File: src/rtl/gmac_pkg.sv
`timescale 1ns/1ps
package gmac_pkg;
  typedef enum logic [1:0] {
    OP_MUL  = 2'b00,
    OP_MAC  = 2'b01,
    OP_MSB  = 2'b10,
    OP_LOAD = 2'b11
  } mac_op_e;

  typedef struct packed {
    logic sgn;
    logic frac;
    logic sat;
    logic rnd;
  } rd_mode_t;
endpackage

File: src/rtl/gmac_mult.sv
`timescale 1ns/1ps
module gmac_mult #(
  parameter int OPW = 32
) (
  input  logic [OPW-1:0]          a_i,
  input  logic [OPW-1:0]          b_i,
  input  logic                    sgn_i,
  input  logic                    frac_i,
  output logic signed [2*OPW+1:0] prod_o
);
  localparam int XW = OPW + 1;
  localparam int RW = 2 * OPW + 2;

  logic signed [XW-1:0] ax, bx;
  logic signed [RW-1:0] raw;

  // one extra bit makes unsigned operands positive signed values
  assign ax  = {sgn_i & a_i[OPW-1], a_i};
  assign bx  = {sgn_i & b_i[OPW-1], b_i};
  assign raw = RW'(ax) * RW'(bx);

  // 1.31 x 1.31 gives 2.62; realign to 1.63
  assign prod_o = (frac_i && sgn_i) ? (raw <<< 1) : raw;
endmodule

File: src/rtl/gmac_accum.sv
`timescale 1ns/1ps
module gmac_accum
  import gmac_pkg::*;
#(
  parameter int PW    = 64,
  parameter int GUARD = 16,
  localparam int AW   = PW + GUARD
) (
  input  logic          clk_i,
  input  logic          rst_ni,
  input  logic          valid_i,
  input  mac_op_e       op_i,
  input  logic [AW-1:0] prod_i,
  output logic [AW-1:0] acc_o,
  output logic [AW-1:0] res_o,
  output logic          ovf_o
);
  logic [AW-1:0] acc_q, res_q, nxt_acc, nxt_res;
  logic          stk_q, ovf_q, nxt_stk, nxt_ovf;

  function automatic logic ovf_of(input logic [AW-1:0] v);
    logic [GUARD:0] top;
    top = v[AW-1:PW-1];
    return !((&top) || !(|top));
  endfunction

  always_comb begin
    nxt_acc = acc_q;
    nxt_res = res_q;
    nxt_stk = stk_q;
    nxt_ovf = ovf_q;
    if (valid_i) begin
      unique case (op_i)
        OP_MUL: begin
          nxt_res = prod_i;
          nxt_ovf = ovf_of(prod_i);
        end
        OP_MAC: begin
          nxt_acc = acc_q + prod_i;
          nxt_res = nxt_acc;
          nxt_stk = stk_q | ovf_of(nxt_acc);
          nxt_ovf = nxt_stk;
        end
        OP_MSB: begin
          nxt_acc = acc_q - prod_i;
          nxt_res = nxt_acc;
          nxt_stk = stk_q | ovf_of(nxt_acc);
          nxt_ovf = nxt_stk;
        end
        default: begin
          nxt_acc = prod_i;
          nxt_res = prod_i;
          nxt_stk = ovf_of(prod_i);
          nxt_ovf = nxt_stk;
        end
      endcase
    end
  end

  always_ff @(posedge clk_i or negedge rst_ni) begin
    if (!rst_ni) begin
      acc_q <= '0;
      res_q <= '0;
      stk_q <= 1'b0;
      ovf_q <= 1'b0;
    end else begin
      acc_q <= nxt_acc;
      res_q <= nxt_res;
      stk_q <= nxt_stk;
      ovf_q <= nxt_ovf;
    end
  end

  assign acc_o = acc_q;
  assign res_o = res_q;
  assign ovf_o = ovf_q;

  assert_idle_hold_R12: assert property (@(posedge clk_i) disable iff (!rst_ni)
    !valid_i |=> ($stable(acc_q) && $stable(res_q) && $stable(ovf_q)));

  assert_sticky_ovf_R10: assert property (@(posedge clk_i) disable iff (!rst_ni)
    (stk_q && !(valid_i && op_i == OP_LOAD)) |=> stk_q);
endmodule

File: src/rtl/gmac_readout.sv
`timescale 1ns/1ps
module gmac_readout
  import gmac_pkg::*;
#(
  parameter int OPW   = 32,
  parameter int GUARD = 16,
  localparam int PW   = 2 * OPW,
  localparam int AW   = PW + GUARD
) (
  input  logic [AW-1:0]  res_i,
  input  rd_mode_t       mode_i,
  output logic [OPW-1:0] rd_o
);
  localparam int HW = AW - OPW;
  localparam logic [OPW-1:0] HALF = {1'b1, {(OPW-1){1'b0}}};
  localparam logic [OPW-1:0] MAXV = {1'b0, {(OPW-1){1'b1}}};
  localparam logic [OPW-1:0] MINV = {1'b1, {(OPW-1){1'b0}}};

  logic [HW-1:0]  hi, hr;
  logic [OPW-1:0] lo;
  logic [AW-1:0]  val;
  logic           rinc, neg, sfit, ufit;

  assign hi = res_i[AW-1:OPW];
  assign lo = res_i[OPW-1:0];

  always_comb begin
    rinc = 1'b0;
    if (mode_i.frac && mode_i.rnd) begin
      if (lo > HALF)       rinc = 1'b1;
      else if (lo == HALF) rinc = hi[0];  // tie goes to even
    end
    hr   = hi + HW'(rinc);
    val  = mode_i.frac ? {{OPW{hr[HW-1]}}, hr} : res_i;
    neg  = val[AW-1];
    sfit = (&val[AW-1:OPW-1]) | ~(|val[AW-1:OPW-1]);
    ufit = ~(|val[AW-1:OPW]);
    rd_o = val[OPW-1:0];
    if (mode_i.sat) begin
      if (mode_i.sgn) begin
        if (!sfit) rd_o = neg ? MINV : MAXV;
      end else if (neg) begin
        rd_o = '0;
      end else if (!ufit) begin
        rd_o = '1;
      end
    end
  end
endmodule

File: src/rtl/gmac_core.sv
`timescale 1ns/1ps
module gmac_core
  import gmac_pkg::*;
#(
  parameter int OPW   = 32,
  parameter int GUARD = 16
) (
  input  logic                     clk_i,
  input  logic                     rst_ni,
  input  logic                     valid_i,
  input  logic [1:0]               op_i,
  input  logic [OPW-1:0]           a_i,
  input  logic [OPW-1:0]           b_i,
  input  logic                     signed_i,
  input  logic                     frac_i,
  input  logic                     sat_i,
  input  logic                     rnd_i,
  output logic [2*OPW+GUARD-1:0]   acc_o,
  output logic [OPW-1:0]           res_o,
  output logic                     ovf_o,
  output logic                     neg_o,
  output logic                     zero_o
);
  localparam int PW   = 2 * OPW;
  localparam int AW   = PW + GUARD;
  localparam int PEXT = PW + 2;

  mac_op_e                 op_e;
  logic signed [PEXT-1:0]  prod;
  logic [AW-1:0]           prod_x, res_w;
  rd_mode_t                mode_q;

  assign op_e = mac_op_e'(op_i);

  gmac_mult #(.OPW(OPW)) u_mult (
    .a_i    (a_i),
    .b_i    (b_i),
    .sgn_i  (signed_i),
    .frac_i (frac_i),
    .prod_o (prod)
  );

  // sign-extend product into the guard bits
  assign prod_x = {{(AW-PEXT){prod[PEXT-1]}}, prod};

  gmac_accum #(.PW(PW), .GUARD(GUARD)) u_acc (
    .clk_i   (clk_i),
    .rst_ni  (rst_ni),
    .valid_i (valid_i),
    .op_i    (op_e),
    .prod_i  (prod_x),
    .acc_o   (acc_o),
    .res_o   (res_w),
    .ovf_o   (ovf_o)
  );

  always_ff @(posedge clk_i or negedge rst_ni) begin
    if (!rst_ni)      mode_q <= '0;
    else if (valid_i) mode_q <= '{sgn: signed_i, frac: frac_i, sat: sat_i, rnd: rnd_i};
  end

  gmac_readout #(.OPW(OPW), .GUARD(GUARD)) u_rd (
    .res_i  (res_w),
    .mode_i (mode_q),
    .rd_o   (res_o)
  );

  assign neg_o  = res_w[AW-1];
  assign zero_o = ~(|res_w);

  assert_mac_sum_R3: assert property (@(posedge clk_i) disable iff (!rst_ni)
    (valid_i && op_i == 2'b01) |=> (acc_o == $past(acc_o) + $past(prod_x)));

  assert_mul_keeps_acc_R2: assert property (@(posedge clk_i) disable iff (!rst_ni)
    (valid_i && op_i == 2'b00) |=> $stable(acc_o));

  assert_zero_reads_zero_R11: assert property (@(posedge clk_i) disable iff (!rst_ni)
    zero_o |-> (res_o == '0));

  assert_neg_sat_sign_R8: assert property (@(posedge clk_i) disable iff (!rst_ni)
    (mode_q.sat && mode_q.sgn && !mode_q.frac && neg_o) |-> res_o[OPW-1]);
endmodule

File: config.mk
export PLATFORM = sky130hd
export DESIGN_NAME = gmac_core
export DESIGN_NICKNAME = d
export VERILOG_FILES = /design/src/rtl/gmac_pkg.sv /design/src/rtl/gmac_mult.sv /design/src/rtl/gmac_accum.sv /design/src/rtl/gmac_readout.sv /design/src/rtl/gmac_core.sv
export SDC_FILE = /design/constraint.sdc
export NUM_CORES = 2
export LEC_CHECK = 0
export ABC_CLOCK_PERIOD_IN_PS = 4800
export BUFFER_PORTS_ARGS = -buffer_cell sky130_fd_sc_hd__buf_2
export CORE_UTILIZATION = 35
export DETAILED_ROUTE_END_ITERATION = 12
export HOLD_SLACK_MARGIN = 0.08
export PLACE_DENSITY_LB_ADDON = 0.2
export SETUP_SLACK_MARGIN = 0.1
export SYNTH_ARGS = -nofsm -noshare
export SYNTH_HDL_FRONTEND = slang
export SYNTH_SLANG_ARGS = --single-unit
File: constraint.sdc
create_clock -name clk_i -period 4.8 [get_ports clk_i]
set_input_delay 0.24 -clock clk_i [delete_from_list [all_inputs] [get_ports clk_i]]
set_output_delay 0.24 -clock clk_i [all_outputs]
set_load 0.05 [all_outputs]
# Word-level counts from Yosys, hierarchy flattened
# Index checks and enable logic that the tools add are counted.
# classes
n_lt_le_gt_ge	1
bitwise_logic	8
reduce_logical	23
eq_ne	3
mul	1
n_addsub	3
mux	15
# op_table
op	count
$pmux 80 s3	1
$mux 32	6
$pmux 80 s2	1
$add 80x80->80	1
$mux 80	1
$reduce_or 80->1	1
$sub 80x80->80	1
$mul 33x33->66	1
$mux 66	1
$reduce_and 49->1	1
$reduce_or 49->1	1
$add 48x1->48	1
$reduce_or 48->1	1
$reduce_and 17->1	2
$reduce_or 17->1	2
$eq 32x32->1 const B	1
$gt 32x32->1 const B	1
$logic_not 1->1	6
$logic_or 1x1->1	3
$mux 1	3
$not 1->1	3
$or 1x1->1	3
$pmux 1 s3	1
$reduce_and 3->1	1
8 further kinds	10
# totals
elab_cells	62
regBits	166

# Logic depth before layout (Yosys ltp)
# logic_depth
depth_word	12
mapped_depth	52
ltp_nobuf	49

# By module
# From an unflattened synthesis, not the netlist that was laid out.
# unflattened
cells_unflattened	7585
area_unflattened_um2	61808.0
# modules_own_cells
module	n_inst	seq_area_each_um2	cells_each	area_per_inst_um2
gmac_mult	1	0.0	4394	39475.4
gmac_accum	1	4053.9	2666	19184.6
gmac_readout	1	0.0	490	2829.0
gmac_core	1	100.1	35	319.1

# Worst setup path after synthesis
# No wires, ideal clock.
# synth_timing
kind	input to register
start	input signed_i
end	register u_acc.ovf_q (netlist: u_acc.ovf_o)
arrival_ns	12.179
n_path_buf	5
path_stages	44
slack_ns	-7.520
setup_ns	0.140
path_cell_list	clkbuf_1 > and2_1 > clkbuf_1 > clkbuf_1 > nand2_1 > inv_1 > fa_1 > fa_1 > fa_1 > inv_1 > fa_1 > inv_1 > fa_1 > fa_1 > fa_1 > inv_1 > fa_1 > inv_1 > [... 8 more ...] > o31ai_1 > a221oi_1 > xnor2_1 > mux2i_1 > ha_1 > clkbuf_1 > nor3_1 > nand4_1 > o2111ai_1 > o21ai_0 > a32oi_1 > a31oi_4 > xnor2_1 > or3_1 > or4_1 > o311a_1 > o31ai_2 > a31oi_1
# synth_via
elab_chain_cells	10
elab_cells_between_ends	25
cone_classes	add/sub: 2; mul: 1; mux: 2; bitwise: 4; reduce/logical: 16
# synth_rtl
element	line_no	text
start: declaration	gmac_core.sv:14	input logic signed_i,
$and 1x1->1 (on tied branches)	gmac_mult.sv:18, gmac_mult.sv:19	
$mul 33x33->66	gmac_mult.sv:20	assign raw = RW'(ax) * RW'(bx);
$mux 66 *	gmac_mult.sv:23	assign prod_o = (frac_i && sgn_i) ? (raw <<< 1) : raw;
$sub 80x80->80 or $add 80x80->80 (tied branches)	gmac_accum.sv:45, gmac_accum.sv:39	
$reduce_or 17->1	gmac_accum.sv:24	return !((&top) || !(|top));
$logic_not 1->1	gmac_accum.sv:24	
$logic_or 1x1->1	gmac_accum.sv:24	
$logic_not 1->1	gmac_accum.sv:24	
$or 1x1->1 (on tied branches)	gmac_accum.sv:47, gmac_accum.sv:41	
$pmux 1 s2 *	gmac_accum.sv:33	unique case (op_i)
end signal: assignment	gmac_accum.sv:70	ovf_q <= nxt_ovf;
end: declaration	gmac_accum.sv:19	logic stk_q, ovf_q, nxt_stk, nxt_ovf;
# Mark *: on every way between the ends. The rest lies on a longest branch, timed or not.
# A chain may end at the register's enable or synchronous reset.

# Worst setup path in the final report
# layout_timing
start	input signed_i
end	register u_acc.stk_q
# layout_via
elab_chain_cells	10
elab_cells_between_ends	25
cone_classes	add/sub: 2; mul: 1; mux: 2; bitwise: 4; reduce/logical: 16
# layout_rtl
element	line_no	text
$and 1x1->1 (on tied branches)	gmac_mult.sv:18, gmac_mult.sv:19	
$mul 33x33->66	gmac_mult.sv:20	
$mux 66 *	gmac_mult.sv:23	
$sub 80x80->80 or $add 80x80->80 (tied branches)	gmac_accum.sv:45, gmac_accum.sv:39	
$reduce_or 17->1	gmac_accum.sv:24	
$logic_not 1->1	gmac_accum.sv:24	
$logic_or 1x1->1	gmac_accum.sv:24	
$logic_not 1->1	gmac_accum.sv:24	
$or 1x1->1 (on tied branches)	gmac_accum.sv:47, gmac_accum.sv:41	
$pmux 1 s3 *	gmac_accum.sv:33	
end signal: assignment	gmac_accum.sv:69	stk_q <= nxt_stk;
end: declaration	gmac_accum.sv:19	
# Marks and branches as above.

==> impl_metrics.csv <==
group,metric,value,unit
worst_setup_path,critPathSlowestCell,"fa_1",
sta,slew_viol_final,0,
finish,nets,10340,
worst_setup_path,path_buf_inv,14,
clocking,cts_tree,"yes",
sta,period_share,229,%
clocking,clock_sinks,166,
clocking,h-tree-depth,4,
clocking,clkTransAtPathRegs,0.08,ns
place,dpl.hpwl,188000,um
detailed_routing,drc,0,
synth,ys.flop_type,"dfrtp_1",
run_status,violations,"setup timing",
sta,setup_slack,-6.19,ns
worst_setup_path,crit_path_start_kind,"primary input",
min_path,min_from,"valid_i",
floorplanning,die_h,413,um
detailed_routing,vias_per_cell,5.11,
sta,max_freq,91.0,MHz
run_status,status,"finished with violations",
finish,final_cell_mix,"buf_4 (1548), inv_1 (1234), fa_1 (1103)",
worst_setup_path,r2r_cells,23,
worst_setup_path,r2r_slack,-0.47,ns
global_routing,grt_pass1_wl,349000,um
synth,synth_cells,7175,
synth,seq_area_frac_synth,7.02,%
detailed_routing,drtIter0Drc,3713,
sta,finalCriticalPeriod,10.99,ns
detailed_routing,drt-total-wl,223000,um
worst_setup_path,cp.required,5.10,ns
sta,setup-violations-final,184,
place,place_congestion,0.965,
clocking,cts_made_buffers,17,
finish,final_common_cell,"buf_4",
finish,drive_above_1_share,33.4,%
synth,synth-seq-cells,166,
sta,rsz0062_at_grt,"true",
place,io_buffers,187,
min_path,whs_path_depth,2,
global_routing,grt_max_degree,97,
run,max-cap-violations,0,
min_path,hp-class,"primary input to flop",
place,dpl_cell_area,0.0755,sq mm
finish,syn_to_final_growth,39.2,%
clocking,clock_latency,0.48,ns
sta,tightest_slew,1.26,ns
detailed_routing,ant_nets,0,
floorplanning,die_x,413,um
floorplanning,start_util,35.3,%
worst_setup_path,cp_top_family,"adder cells",
synth,synth_warnings,0,
sta,finalHoldViolCount,0,
worst_setup_path,arrival,11.28,ns
clocking,root_buffer,"clkbuf_16",
clocking,clockBufferDepth,2,
synth,syn-cell-area,0.0592,sq mm
worst_setup_path,critPathLaunch,"signed_i",
floorplanning,core,0.168,sq mm
worst_setup_path,cp_common_cell,"fa_1",
synth,avgSynthCellArea,8.25,sq um
worst_setup_path,crit_fanout,5,
detailed_routing,num_vias,56001,
detailed_routing,drt_first_pass_iters,6,
sta,relSlewSlack,15.6,%
floorplanning,rows,150,
worst_setup_path,crit_type,"primary input to flop",
synth,synth_edf_count,0,
global_routing,overflow,0,
global_routing,grt_antenna_before_repair,7,
global_routing,track_usage,26.4,%
worst_setup_path,crit_path_max_incr_delay,0.60,ns
worst_setup_path,r2r_end,"u_acc.stk_q$_DFFE_PN0P_",
finish,finalInstanceArea,0.0824,sq mm
floorplanning,io_pins,188,
detailed_routing,avgRoutedWirePerCell,20.4,um
min_path,holdPathEnd,"u_acc.res_o[38]$_DFFE_PN0P_",
synth,synth.distinct_cells,82,
worst_setup_path,reg2reg_from,"u_acc.acc_o[0]$_DFFE_PN0P_",
sta,clock_skew,0.0268,ns
floorplanning,die-area,0.171,sq mm
synth,syn_nets,8783,
synth,synth-async-reset-ratio,100,%
worst_setup_path,worst_setup_path_end_kind,"flop",
global_routing,grt_pass1_vias,59584,
==> worst reg2reg max path, cell delays in order, from the launching register on <==
cell and delay (ns):
dfrtp_1 0.40, inv_1 0.07, ha_1 0.18, inv_1 0.07, fa_1 0.45, nor2b_1 0.17
o21ai_0 0.27, a31oi_1 0.19, o21a_1 0.25, o211ai_1 0.22, buf_4 0.22, a31oi_1 0.12
buf_4 0.17, o41ai_4 0.38, nor2_1 0.11, o21ai_2 0.18, a31oi_2 0.12, o21a_1 0.21
buf_6 0.12, or4_1 0.49, nor3_1 0.19, a311oi_1 0.13, o31ai_2 0.28, a31oi_1 0.12
==> sequential cells by signal (all words and copies together), names as in the netlist <==
register and count:
u_acc.acc_o 80, u_acc.res_o 80, mode_q 4, u_acc.ovf_o 1, u_acc.stk_q 1
==> cell type report <==
cell class              count  area, sq um
fillers                 16050        85200
multi-input cells        5274        54000
repair buffers           1956        15900
inverters                1317         5000
flip-flops and latches    166         4160
well taps                2204         2760
clock buffers              17          425
clock inverters            14          188
diodes                      3         7.51
==> synthesized netlist by cell type (30+ instances only) <==
cell type | number | area share, %
ha_1 | 388 | 8.2
a21o_1 | 64 | 0.81
nor2b_1 | 30 | 0.32
nand2_1 | 1060 | 6.7
mux2_2 | 38 | 0.72
inv_1 | 1312 | 8.3
nor2_1 | 368 | 2.3
nand2b_1 | 36 | 0.38
o31ai_1 | 34 | 0.43
nor3_1 | 69 | 0.58
nand3_1 | 76 | 0.64
and3_1 | 41 | 0.43
a21oi_1 | 373 | 3.2
dfrtp_1 | 166 | 7.0
xnor2_1 | 110 | 1.6
and2_1 | 360 | 3.8
fa_1 | 1147 | 39
clkbuf_1 | 388 | 2.5
nor4_1 | 54 | 0.57
a31oi_1 | 56 | 0.59
a211oi_1 | 34 | 0.43
a221oi_1 | 37 | 0.55
nand4_1 | 60 | 0.63
xor2_1 | 60 | 0.89
o21ai_0 | 317 | 2.7
mux2i_1 | 74 | 1.3
o21bai_1 | 46 | 0.58
==> cells by family (layout without fill, tap and decap cells) <==
kind of cell,count (synthesis),in the layout,share of synthesized area [%]
buf+inv,1735,3304,11.0
other cells,0,3,0
simple gates,2223,2223,17.3
compound gates,1233,1233,13.2
fa+ha+maj,1535,1535,47.0
xor+xnor,171,171,2.54
flops,166,166,7.02
mux,112,112,1.97
==> metrics by stage <==
step | hold slack (ns) | util [%] | std cells | setup slack, ns | TNS [ns]
4_1_cts | 0.189 | 48.0 | 10883 | -6.13 | -702.55
5_1_grt | 0.214 | 49.2 | 10950 | -6.53 | -780.37
3_3_place_gp | 0.433 | 45.0 | 10710 | -7.20 | -812.56
3_5_place_dp | 0.421 | 45.0 | 10710 | -7.28 | -817.45
2_1_floorplan | -0.0556 | - | 7175 | -6.14 | -571.27
6_report | 0.215 | 49.2 | 10951 | -6.19 | -713.00
==> per-layer routing <==
metal	up-vias	GRT usage [%]	wire [um]
met5	-	0	38
met2	1474	45.9	110000
met3	286	2.10	10000
met1	28475	34.9	95300
met4	6	7.89	7700
li1	25760	-	-
==> repair_timing <==
item / CTS / global route
setup endpoints to repair: 184 / 186
resized for setup: 734 / 320
buffers inserted: 144 / 65
hold buffers: 3 / 0
pin swaps: 252 / 168
gates cloned: 1 / 5
endpoints found under the hold margin: 92 / 0
==> how the worst max path moves through the flow <==
stage | end | depth (start not counted)
after floorplan | u_acc.ovf_o$_DFFE_PN0P_ | 44
after global placement | u_acc.stk_q$_DFFE_PN0P_ | 48
after detailed placement | u_acc.stk_q$_DFFE_PN0P_ | 47
after CTS | u_acc.stk_q$_DFFE_PN0P_ | 49
after global routing | u_acc.stk_q$_DFFE_PN0P_ | 53
final | u_acc.stk_q$_DFFE_PN0P_ | 48
Power is left out: the tool's default activity adds up to more than one toggle a clock period on the data nets, which glitch-free logic cannot reach.
